### src/rtl/optrom_pkg.sv
// Shared types for the option ROM target: controller states, bus command
// codes and the access classification used by the address decoder.
package optrom_pkg;

    typedef enum logic [2:0] {
        ST_IDLE,
        ST_FETCH,
        ST_RDATA,
        ST_DISC,
        ST_WCLAIM,
        ST_WDATA
    } tgt_state_e;

    typedef enum logic [1:0] {
        ACC_NONE,
        ACC_READ,
        ACC_WRITE
    } acc_kind_e;

    localparam logic [3:0] CMD_MEM_RD      = 4'b0110;
    localparam logic [3:0] CMD_MEM_WR      = 4'b0111;
    localparam logic [3:0] CMD_MEM_RD_MULT = 4'b1100;
    localparam logic [3:0] CMD_MEM_RD_LINE = 4'b1110;

    // Fold every read flavour to a plain read; anything else is ignored.
    function automatic acc_kind_e classify_cmd(logic [3:0] cmd);
        acc_kind_e kind;
        case (cmd)
            CMD_MEM_RD, CMD_MEM_RD_MULT, CMD_MEM_RD_LINE: kind = ACC_READ;
            CMD_MEM_WR:                                   kind = ACC_WRITE;
            default:                                      kind = ACC_NONE;
        endcase
        return kind;
    endfunction

endpackage

### src/rtl/optrom_cfg.sv
// Configuration state of the option ROM target: the ROM base register and
// the memory-space enable. Assumes the surrounding configuration logic
// issues one-cycle write strobes. The bits below the window size read as 0.
module optrom_cfg #(
    parameter int unsigned WIN_BITS = 16
) (
    input  logic        clk,
    input  logic        rst_n,
    input  logic        bar_we,
    input  logic        cmd_we,
    input  logic [31:0] wdata,
    output logic [31:0] bar_q,
    output logic        mem_en,
    output logic        rom_en
);

    localparam logic [31:0] BAR_MASK = ~((32'd1 << WIN_BITS) - 32'd1) | 32'd1;

    logic mem_en_q;

    // Register writes; reset leaves the target unconfigured.
    always_ff @(posedge clk) begin
        if (!rst_n) begin
            bar_q    <= '0;
            mem_en_q <= 1'b0;
        end else begin
            if (bar_we) bar_q    <= wdata & BAR_MASK;
            if (cmd_we) mem_en_q <= wdata[1];
        end
    end

    assign mem_en = mem_en_q;
    assign rom_en = bar_q[0];

    assert_bar_hold_R2: assert property (@(posedge clk) disable iff (!rst_n)
        !$past(bar_we) |-> $stable(bar_q));

endmodule

### src/rtl/optrom_decode.sv
// Address-phase decode. Compares the upper address bits with the base
// register and classifies the command. It is purely combinational and
// assumes the caller qualifies its outputs with a real address phase.
module optrom_decode #(
    parameter int unsigned WIN_BITS = 16,
    localparam int unsigned HI_W    = 32 - WIN_BITS
) (
    input  logic [HI_W-1:0] ad_hi,
    input  logic [HI_W-1:0] base_hi,
    input  logic [3:0]      cmd,
    input  logic            mem_en,
    input  logic            rom_en,
    output logic            claim_rd,
    output logic            claim_wr
);
    import optrom_pkg::*;

    logic      in_window;
    logic      enabled;
    acc_kind_e kind;

    // Window hit, enable gate and command class in one step.
    always_comb begin
        in_window = (ad_hi == base_hi);
        enabled   = mem_en & rom_en;
        kind      = classify_cmd(cmd);
        claim_rd  = in_window && enabled && (kind == ACC_READ);
        claim_wr  = in_window && enabled && (kind == ACC_WRITE);
    end

endmodule

### src/rtl/optrom_fetch.sv
// Byte-fetch sequencer and 32-bit holding register. On start it reads the
// four bytes of the addressed word from the ROM, each taking tmg+1 clocks.
// Assumes tmg is stable for the whole fetch and start only arrives when idle.
module optrom_fetch #(
    parameter int unsigned WIN_BITS = 16,
    parameter int unsigned TMG_W    = 4,
    localparam int unsigned NBYTES  = 4
) (
    input  logic                clk,
    input  logic                rst_n,
    input  logic                start,
    input  logic [WIN_BITS-1:0] start_addr,
    input  logic [TMG_W-1:0]    tmg,
    input  logic [7:0]          rom_data,
    output logic [WIN_BITS-1:0] rom_addr,
    output logic                rom_oe_n,
    output logic                last,
    output logic [31:0]         word
);

    logic                busy;
    logic [1:0]          idx;
    logic [TMG_W-1:0]    cnt;
    logic [WIN_BITS-1:0] base_q;
    logic [31:0]         word_q;

    // Step through the bytes, sampling each after its wait count.
    always_ff @(posedge clk) begin
        if (!rst_n) begin
            busy   <= 1'b0;
            idx    <= '0;
            cnt    <= '0;
            base_q <= '0;
            word_q <= '0;
        end else if (start) begin
            busy   <= 1'b1;
            idx    <= '0;
            cnt    <= '0;
            base_q <= start_addr & ~WIN_BITS'(3);
        end else if (busy) begin
            if (cnt == tmg) begin
                word_q[{idx, 3'b000} +: 8] <= rom_data;
                cnt <= '0;
                if (idx == 2'(NBYTES - 1)) busy <= 1'b0;
                else                       idx  <= idx + 2'd1;
            end else begin
                cnt <= cnt + 1'b1;
            end
        end
    end

    assign last     = busy && (idx == 2'(NBYTES - 1)) && (cnt == tmg);
    assign rom_addr = base_q | WIN_BITS'(idx);
    assign rom_oe_n = !busy;
    assign word     = word_q;

    assert_addr_stable_R6: assert property (@(posedge clk) disable iff (!rst_n)
        (busy && $past(busy) && (idx == $past(idx))) |-> $stable(rom_addr));

    assert_fetch_ends_R7: assert property (@(posedge clk) disable iff (!rst_n)
        last |=> rom_oe_n);

endmodule

### src/rtl/optrom_target.sv
// PCI option ROM target. Decodes address phases, claims the enabled 64 KB
// window, answers reads from a byte-wide ROM through the fetch sequencer,
// disconnects bursts at their second data phase and accepts writes without
// effect. Assumes a well-formed PCI master on the bus side.
module optrom_target #(
    parameter int unsigned WIN_BITS = 16,
    parameter int unsigned TMG_W    = 4
) (
    input  logic                clk,
    input  logic                rst_n,
    input  logic                cfg_bar_we,
    input  logic                cfg_cmd_we,
    input  logic [31:0]         cfg_wdata,
    output logic [31:0]         cfg_bar_rd,
    output logic                cfg_mem_en_rd,
    input  logic                frame_n,
    input  logic                irdy_n,
    input  logic [3:0]          cbe_n,
    input  logic [31:0]         ad_in,
    output logic [31:0]         ad_out,
    output logic                ad_oe,
    output logic                devsel_n,
    output logic                trdy_n,
    output logic                stop_n,
    input  logic [TMG_W-1:0]    rom_tmg,
    output logic [WIN_BITS-1:0] rom_addr,
    output logic                rom_oe_n,
    input  logic [7:0]          rom_data
);
    import optrom_pkg::*;

    localparam int unsigned HI_W = 32 - WIN_BITS;

    tgt_state_e st_q, st_d;
    logic       frame_q;
    logic       addr_phase;
    logic       mem_en, rom_en;
    logic       claim_rd, claim_wr;
    logic       fetch_start, fetch_last;
    logic [31:0] bar_q, word;

    optrom_cfg #(.WIN_BITS(WIN_BITS)) u_cfg (
        .clk    (clk),
        .rst_n  (rst_n),
        .bar_we (cfg_bar_we),
        .cmd_we (cfg_cmd_we),
        .wdata  (cfg_wdata),
        .bar_q  (bar_q),
        .mem_en (mem_en),
        .rom_en (rom_en)
    );

    optrom_decode #(.WIN_BITS(WIN_BITS)) u_dec (
        .ad_hi    (ad_in[31:WIN_BITS]),
        .base_hi  (bar_q[31:WIN_BITS]),
        .cmd      (cbe_n),
        .mem_en   (mem_en),
        .rom_en   (rom_en),
        .claim_rd (claim_rd),
        .claim_wr (claim_wr)
    );

    optrom_fetch #(.WIN_BITS(WIN_BITS), .TMG_W(TMG_W)) u_fetch (
        .clk        (clk),
        .rst_n      (rst_n),
        .start      (fetch_start),
        .start_addr (ad_in[WIN_BITS-1:0]),
        .tmg        (rom_tmg),
        .rom_data   (rom_data),
        .rom_addr   (rom_addr),
        .rom_oe_n   (rom_oe_n),
        .last       (fetch_last),
        .word       (word)
    );

    // An address phase is the first cycle with FRAME asserted.
    assign addr_phase  = !frame_n && frame_q;
    assign fetch_start = (st_q == ST_IDLE) && addr_phase && claim_rd;

    // Next-state logic for the bus-side controller.
    always_comb begin
        st_d = st_q;
        case (st_q)
            ST_IDLE: begin
                if (addr_phase && claim_rd)      st_d = ST_FETCH;
                else if (addr_phase && claim_wr) st_d = ST_WCLAIM;
            end
            ST_FETCH:  if (fetch_last) st_d = ST_RDATA;
            ST_RDATA:  if (!irdy_n)    st_d = frame_n ? ST_IDLE : ST_DISC;
            ST_DISC:   if (frame_n && irdy_n) st_d = ST_IDLE;
            ST_WCLAIM: st_d = ST_WDATA;
            ST_WDATA:  if (!irdy_n && frame_n) st_d = ST_IDLE;
            default:   st_d = ST_IDLE;
        endcase
    end

    // State and previous-FRAME registers.
    always_ff @(posedge clk) begin
        if (!rst_n) begin
            st_q    <= ST_IDLE;
            frame_q <= 1'b1;
        end else begin
            st_q    <= st_d;
            frame_q <= frame_n;
        end
    end

    assign devsel_n      = (st_q == ST_IDLE);
    assign trdy_n        = !((st_q == ST_RDATA) || (st_q == ST_WDATA));
    assign stop_n        = (st_q != ST_DISC);
    assign ad_oe         = (st_q == ST_RDATA);
    assign ad_out        = word;
    assign cfg_bar_rd    = bar_q;
    assign cfg_mem_en_rd = mem_en;

    assert_trdy_devsel_R10: assert property (@(posedge clk) disable iff (!rst_n)
        !trdy_n |-> !devsel_n);

    assert_stop_trdy_excl_R8: assert property (@(posedge clk) disable iff (!rst_n)
        !(!stop_n && !trdy_n));

    assert_no_claim_disabled_R3: assert property (@(posedge clk) disable iff (!rst_n)
        ((st_q == ST_IDLE) && addr_phase && !(mem_en && rom_en)) |=> devsel_n);

    assert_burst_disc_R8: assert property (@(posedge clk) disable iff (!rst_n)
        ((st_q == ST_RDATA) && !irdy_n && !frame_n) |=> (!stop_n && trdy_n && !devsel_n));

    assert_wr_trdy_R9: assert property (@(posedge clk) disable iff (!rst_n)
        ((st_q == ST_IDLE) && addr_phase && claim_wr) |=> (!devsel_n && trdy_n) ##1 !trdy_n);

    assert_release_R10: assert property (@(posedge clk) disable iff (!rst_n)
        ((st_q == ST_DISC) && frame_n && irdy_n) |=> (devsel_n && trdy_n && stop_n));

    assert_read_ready_R7: assert property (@(posedge clk) disable iff (!rst_n)
        ((st_q == ST_FETCH) && fetch_last) |=> (!trdy_n && ad_oe));

endmodule

### config.mk
export PLATFORM = sky130hd
export DESIGN_NAME = optrom_target
export DESIGN_NICKNAME = d
export VERILOG_FILES = /design/src/rtl/optrom_pkg.sv /design/src/rtl/optrom_cfg.sv /design/src/rtl/optrom_decode.sv /design/src/rtl/optrom_fetch.sv /design/src/rtl/optrom_target.sv
export SDC_FILE = /design/constraint.sdc
export NUM_CORES = 1
export LEC_CHECK = 0
export ABC_AREA = 1
export BUFFER_PORTS_ARGS = -buffer_cell sky130_fd_sc_hd__buf_4
export CAP_MARGIN = 25
export CORE_MARGIN = 3
export CORE_UTILIZATION = 43
export DETAILED_ROUTE_END_ITERATION = 10
export PLACE_DENSITY = 0.82
export RECOVER_POWER = 100
export SLEW_MARGIN = 0
export SYNTH_ARGS = -nofsm -noshare
export SYNTH_HDL_FRONTEND = slang
export SYNTH_SLANG_ARGS = --single-unit
### constraint.sdc
create_clock -name clk -period 1.9 [get_ports clk]
set_clock_uncertainty 0.2 [all_clocks]
set_input_delay 0.285 -clock clk [delete_from_list [all_inputs] [get_ports clk]]
set_output_delay 0.285 -clock clk [all_outputs]
set_load 0.01 [all_outputs]
==> results of run 1 <==
==> final timing paths <==
| check | start | to | slack, ns | cells past startpoint |
|---|---|---|---|---|
| min reg2reg | u_fetch.word[27] | u_fetch.word[27] | 0.27 | 2 |
| max reg2reg | u_cfg.bar_q[28] | u_fetch.word[4] | -0.04 | 13 |
| min | cfg_wdata[31] | u_cfg.bar_q[31] | 0.01 | 3 |
| max | u_cfg.bar_q[28] | u_fetch.word[4] | -0.04 | 13 |
==> layer usage <==
layer	global-route usage	share of wire	vias to the layer above
met3	0.05413	0.069	27
met5	0	0	-
met2	0.3932	0.51	179
met1	0.2863	0.40	2084
li1	-	-	2286
met4	0.08375	0.022	0
==> critical path, stage by stage, from the launching register on <==
cell and delay [ns]:
sky130_fd_sc_hd__dfxtp_2 0.34, sky130_fd_sc_hd__inv_2 0.05, sky130_fd_sc_hd__nand2_1 0.05, sky130_fd_sc_hd__nand2_2 0.08, sky130_fd_sc_hd__nand2_1 0.07, sky130_fd_sc_hd__nor2_1 0.14, sky130_fd_sc_hd__nand3_2 0.13, sky130_fd_sc_hd__nor2_4 0.14
sky130_fd_sc_hd__nand3_4 0.13, sky130_fd_sc_hd__buf_12 0.19, sky130_fd_sc_hd__buf_8 0.13, sky130_fd_sc_hd__nand4_1 0.09, sky130_fd_sc_hd__nand2_1 0.06, sky130_fd_sc_hd__nor2_1 0.08
==> sequential cells by signal, indices dropped and copies added (netlist names) <==
name / flops
u_fetch.busy: 1
u_cfg.bar_q: 17
u_fetch.base_q: 14
st_q: 3
frame_q: 1
u_fetch.word: 32
u_cfg.mem_en: 1
u_fetch.cnt: 4
u_fetch.idx: 2
==> cells by family (layout without fill, tap and decap cells) <==
logic type | count (synthesis) | in the layout | share of synthesized area
buffers and inverters | 144 | 332 | 0.1604
AND/OR/NAND/NOR | 311 | 311 | 0.3373
AO/OA/AOI/OAI | 73 | 73 | 0.09516
adder cells (fa/ha/maj) | 6 | 6 | 0.01872
flip-flops | 75 | 75 | 0.3744
XOR/XNOR | 6 | 6 | 0.01310
other | 1 | 15 | 0.0009351
==> cells in the mapped netlist (all sizes together) <==
cell	count	area (sq um)
a211oi	1	7.510
a21oi	33	168.9
a22oi	1	7.510
a31oi	1	6.260
and3	2	12.51
buf	28	207.7
clkbuf	11	41.29
clkinv	1	3.750
conb	1	3.750
dfxtp	75	1501
ha	6	75.07
inv	104	390.4
nand2	159	606.8
nand3	18	120.1
nand4	34	212.7
nor2	89	341.6
nor3	6	40.04
o211ai	1	7.510
o21ai	35	175.2
o2bb2ai	1	8.760
or2	3	18.77
xnor2	1	8.760
xor2	5	43.79
==> report_power, final <==
| group | total (mW) | internal, mW | switching [mW] |
|---|---|---|---|
| combinational | 0.849 | 0.388 | 0.461 |
| sequential | 1.69 | 1.63 | 0.0591 |
| clock | 1.26 | 0.640 | 0.619 |
==> stage by stage <==
| stage | TNS [ns] | hold WS [ns] | std cells |
|---|---|---|---|
| 2_1_floorplan | 0 | 0.1791 | 630 |
| 3_3_place_gp | -0.8753 | 0.2546 | 872 |
| 3_5_place_dp | -2.315 | 0.2618 | 872 |
| 4_1_cts | -0.08709 | 0.0005596 | 919 |
| 5_1_grt | -4.704 | 0.007268 | 926 |
| 6_report | -0.3176 | 0.01470 | 926 |
==> layout make-up <==
cell class / instances / area [sq um]
flip-flops and latches: 75 / 1523
well taps: 108 / 135.1
multi-input cells: 411 / 2087
inverters: 105 / 394.1
clock inverters: 6 / 65.06
fillers: 774 / 3029
clock buffers: 10 / 137.6
repair buffers: 211 / 1520
==> repair_timing <==
| action | CTS | global route |
|---|---|---|
| pin swaps | 2 | 16 |
| resized for setup | 22 | 62 |
| cloned | 2 | 1 |
| setup endpoints to repair | 25 | 56 |
| endpoints found under the hold margin | 17 | 0 |
| hold buffers | 19 | 0 |
| buffers inserted | 10 | 7 |
==> summary.txt, run 1 <==
======================================================================================================
Leakage                                                                                       2.828 nW
Count of final hold-check violations                                                                 0
Most common library cell in the layout ignoring fill and taps                             sky130_fd_sc_hd__nand2_1
TritonCTS clock tree                                                                               yes
Utilization after layout                                                                        0.6593
Remaining Overflow, GRT                                                                              0
Cell count after synthesis                                                                         616
Highest-count cells in the layout ignoring fill and taps                                  sky130_fd_sc_hd__nand2_1 (138), sky130_fd_sc_hd__buf_4 (128), sky130_fd_sc_hd__inv_1 (87)
Number of global-route vias before repair                                                        4,166
Clock transition at the register clock pins on the worst setup and hold paths after CTS        0.08 ns
Number of I/O port buffers                                                                         140
GP Congestion                                                                                   0.9000
Root buf cell                                                                             sky130_fd_sc_hd__clkbuf_8
Actual slew at the worst max-slew pin                                                         1.052 ns
Data required time at the worst endpoint                                                       1.98 ns
Post-Layout Inst Area                                                                       5862 sq um
Violations in the final reports                                                           setup timing
Clock latency of the later-clocked register in the worst-skew pair                             0.35 ns
Outcome                                                                                   finished with violations
Antenna violation net count after detailed routing                                                   0
Mapped cell area                                                                            4010 sq um
Row cnt                                                                                             34
Initial DRC Count                                                                                  289
Critical Path AT                                                                               2.03 ns
Setup violations, final                                                                             21
Total cell area at the placement stage                                                      5268 sq um
GRT Overall Usage                                                                               0.2314
Final period utilization                                                                         1.022
Final Routed Wirelength                                                                      12,760 um
Part of the Yosys area used for sequential elements                                             0.3744
Area grow syn2layout                                                                            46.18%
Clock sink total                                                                                    75
Highest clock frequency the design can meet                                                  514.9 MHz
Worst slew margin                                                                               0.2989
Initial DRT Pass Iterations                                                                          5
Floorplan die area                                                                        10,520 sq um
Core Box Area                                                                               8891 sq um
Number of diodes                                                                                     0
Number of clock buffers inserted by TritonCTS                                                        9
Placement-stage worst setup slack                                                           -0.1854 ns
Count of boundary I/O pins                                                                         172
Final HPWL from detailed placement                                                             9002 um
First-pass GRT wire length                                                                   19,330 um
Type of the most critical hold path                                                          in -> reg
Effective utilization at floorplan                                                              0.4510
Setup slack after layout                                                                   -0.04198 ns
Type of the worst setup path                                                                reg -> reg
Mean instance size in the synthesized netlist                                              6.510 sq um
Sort of element at the start of the critical path                                                 flop
Max-capacitance violation count                                                                      0
Deepest level of the CTS H-tree                                                                      3
Unrepaired setup endpoints after global routing                                                    yes
DRC violation count after routing                                                                    0
Total power of the final layout                                                               3.796 mW
Synthesis Warnings                                                                                   0
Worst Setup End Kind                                                                              flop
Die height                                                                                    102.6 um
Clock tree buffer depth                                                                              2
Distinct cell type count of the synthesized netlist                                                 35
Post-synthesis register bit count                                                                   75
Post-detailed-route wirelength per cell                                                       13.78 um
Vias per Instance                                                                                4.942
Die boundary width                                                                            102.6 um
Post-layout minimum cycle time                                                                1.942 ns
Net count of the finished layout                                                                   905
Worst IR Drop VDD                                                                            0.4027 mV
Largest net degree at the start of global routing                                                   31
Number of antenna violations at the first check in global routing                                    0
Vias post-DR                                                                                     4,576
Pwr/cell area                                                                             647.5 nW/um^2
Largest fanout on the critical path                                                                  9
Fraction of layout instances using a drive strength above 1                                     0.3007
Slew Viols, Final                                                                                    0
======================================================================================================
Power figures use the tool's default switching activity.
==> run 2, diff against run 1 <==
CORE_UTILIZATION = 52   (was 43)
PLACE_DENSITY = 0.92   (was 0.82)
clock period = 2.3 ns   (was 1.9 ns; I/O delays follow)
==> run 2 against run 1 <==
The flow now finishes without violations. Global-route usage increased by 2.0 points. Clock power is 16% lower. Largest cell class unchanged. Die area decreased by 16%. First-iteration DRC count is the same. Largest power group unchanged. Sequential power shrank 18%. Via count down 5.9%. Highest routed layer unchanged.
==> summary.txt, run 2 (synthesis gave the netlist of run 1 again) <==
======================================================================================================
First-pass GRT wire length                                                                   17,750 um
Remaining Overflow, GRT                                                                              0
FILL cells                                                                                         678
Critical Path AT                                                                               2.21 ns
Setup slack after layout                                                                     0.1319 ns
Row cnt                                                                                             31
Count of final hold-check violations                                                                 0
DRC violation count after routing                                                                    0
Vias per Instance                                                                                5.022
Final HPWL from detailed placement                                                             8308 um
Post-layout minimum cycle time                                                                2.168 ns
Antenna violation net count after detailed routing                                                   0
Net count of the finished layout                                                                   845
Clock sink total                                                                                    75
Clock tree buffer depth                                                                              2
Setup TNS                                                                                         0 ns
Core Box Area                                                                               7370 sq um
Number of global-route vias before repair                                                        3,892
Fraction of layout instances using a drive strength above 1                                     0.1504
Number of antenna violations at the first check in global routing                                    0
Area grow syn2layout                                                                            25.83%
Post-detailed-route wirelength per cell                                                       12.95 um
Placement-stage worst setup slack                                                            0.1144 ns
Vias post-DR                                                                                     4,304
Largest register FFs                                                                                32
Most common library cell in the layout ignoring fill and taps                             sky130_fd_sc_hd__nand2_1
Pwr/cell area                                                                             593.3 nW/um^2
Number of placed instances with taps included                                                      839
Initial DRT Pass Iterations                                                                          5
Type of the most critical hold path                                                          in -> reg
Worst R2R Path Depth                                                                                13
Deepest level of the CTS H-tree                                                                      3
Outcome                                                                                   complete, no violations
Highest-count cells in the layout ignoring fill and taps                                  sky130_fd_sc_hd__nand2_1 (157), sky130_fd_sc_hd__inv_1 (95), sky130_fd_sc_hd__nor2_1 (87)
Worst Setup End Kind                                                                              flop
Worst reg-to-reg setup slack                                                                   0.29 ns
GP Congestion                                                                                   0.8703
Worst hold margin                                                                           0.01904 ns
Crit Reg-Reg Endpoint                                                                     u_fetch.word[10]
Launching instance or port of the critical path                                                frame_n
Sort of element at the start of the critical path                                            input pin
Final Routed Wirelength                                                                      11,100 um
Beginning of the worst register-to-register path                                          u_cfg.bar_q[20]
Type of the worst setup path                                                                 in -> reg
Start point of the worst min-delay path                                                       ad_in[3]
Final period utilization                                                                        0.9426
Floorplan die area                                                                          8801 sq um
Clock transition at the register clock pins on the worst setup and hold paths after CTS        0.08 ns
Number of clock buffers inserted by TritonCTS                                                        9
Leakage                                                                                       2.439 nW
Number of diodes                                                                                     0
Slew Viols, Final                                                                                    0
Root buf cell                                                                             sky130_fd_sc_hd__clkbuf_8
Data required time at the worst endpoint                                                       2.34 ns
Max-capacitance violation count                                                                      0
Die height                                                                                    93.82 um
Clock latency of the later-clocked register in the worst-skew pair                             0.34 ns
Die boundary width                                                                            93.82 um
Count of boundary I/O pins                                                                         172
Actual slew at the worst max-slew pin                                                         1.148 ns
Largest net degree at the start of global routing                                                   38
TritonCTS clock tree                                                                               yes
Worst slew margin                                                                               0.2348
Count of non-filler cells in the finished layout                                                   857
Largest fanout on the critical path                                                                 36
GRT Overall Usage                                                                               0.2516
Highest clock frequency the design can meet                                                  461.2 MHz
Unrepaired setup endpoints after global routing                                                     no
Effective utilization at floorplan                                                              0.5441
Worst IR Drop VDD                                                                            0.3483 mV
Number of I/O port buffers                                                                         140
Worst setup path endpoint                                                                 u_fetch.word[10]
Initial DRC Count                                                                                  289
Setup violations, final                                                                              0
======================================================================================================
## run 2: cell types whose count changed in the layout (fill, tap and decap cells not counted), sizes merged
cell,delta
clkinvlp,-1
dlygate4sd3,-17
clkbuf,+19
buf,-61
## run 2: final cells by class
type / count / area (sq um) / area share
clock inverters: 5 / 61.31 / 0.01215
multi-input cells: 411 / 1916 / 0.3796
flip-flops and latches: 75 / 1501 / 0.2975
inverters: 105 / 394.1 / 0.07811
repair buffers: 151 / 898.4 / 0.1780
well taps: 99 / 123.9 / 0.02455
clock buffers: 11 / 151.4 / 0.03000
## run 2: routing by layer
layer,vias to the layer above,part of all wire,track usage
met5,-,0,0
met4,0,0.027,0.1095
met3,28,0.066,0.03926
met2,174,0.49,0.4323
met1,1942,0.41,0.3099
li1,2160,-,-
## run 2: worst max-delay path: stages
cell	delay, ns
sky130_fd_sc_hd__dlygate4sd3_1	0.54
sky130_fd_sc_hd__clkbuf_4	0.14
sky130_fd_sc_hd__inv_2	0.08
sky130_fd_sc_hd__nand3_1	0.14
sky130_fd_sc_hd__nor3_2	0.24
sky130_fd_sc_hd__nand3_2	0.15
sky130_fd_sc_hd__buf_12	0.21
sky130_fd_sc_hd__nand3_2	0.16
sky130_fd_sc_hd__nand2_1	0.09
sky130_fd_sc_hd__inv_1	0.07
sky130_fd_sc_hd__nor2_1	0.05
## run 2: worst min path at each step
stage                    endpoint  cells past startpoint  slack, ns
6_report        u_fetch.base_q[3]                      3       0.02
5_1_grt         u_fetch.base_q[3]                      3      0.004
4_1_cts         u_fetch.base_q[3]                      3      0.003
3_5_place_dp      u_cfg.bar_q[21]                      2       0.27
3_3_place_gp   u_fetch.base_q[15]                      2       0.25
2_1_floorplan        u_cfg.mem_en                      1       0.24
## run 2: repair_timing
action,CTS,global route
hold endpoints to repair,2,0
hold buffers,2,0
setup buffers,0,0
endpoints found under the setup margin,0,7
resized for setup,0,1
## run 2: power by group
part | total (mW) | switching, mW | leakage [nW] | internal, mW
Clock | 1.06 | 0.499 | 0.0978 | 0.562
Sequential | 1.39 | 0.0442 | 0.609 | 1.34
Combinational | 0.548 | 0.328 | 1.73 | 0.220
## run 2: through the flow
step | power, mW | utilization | instance area, sq um
2_1_floorplan | 1.759 | - | 4063
3_3_place_gp | 1.954 | 0.6895 | 5081
3_5_place_dp | 1.977 | 0.6895 | 5081
4_1_cts | 3.047 | 0.7211 | 5314
5_1_grt | 3.167 | 0.6847 | 5046
6_report | 2.994 | 0.6847 | 5046
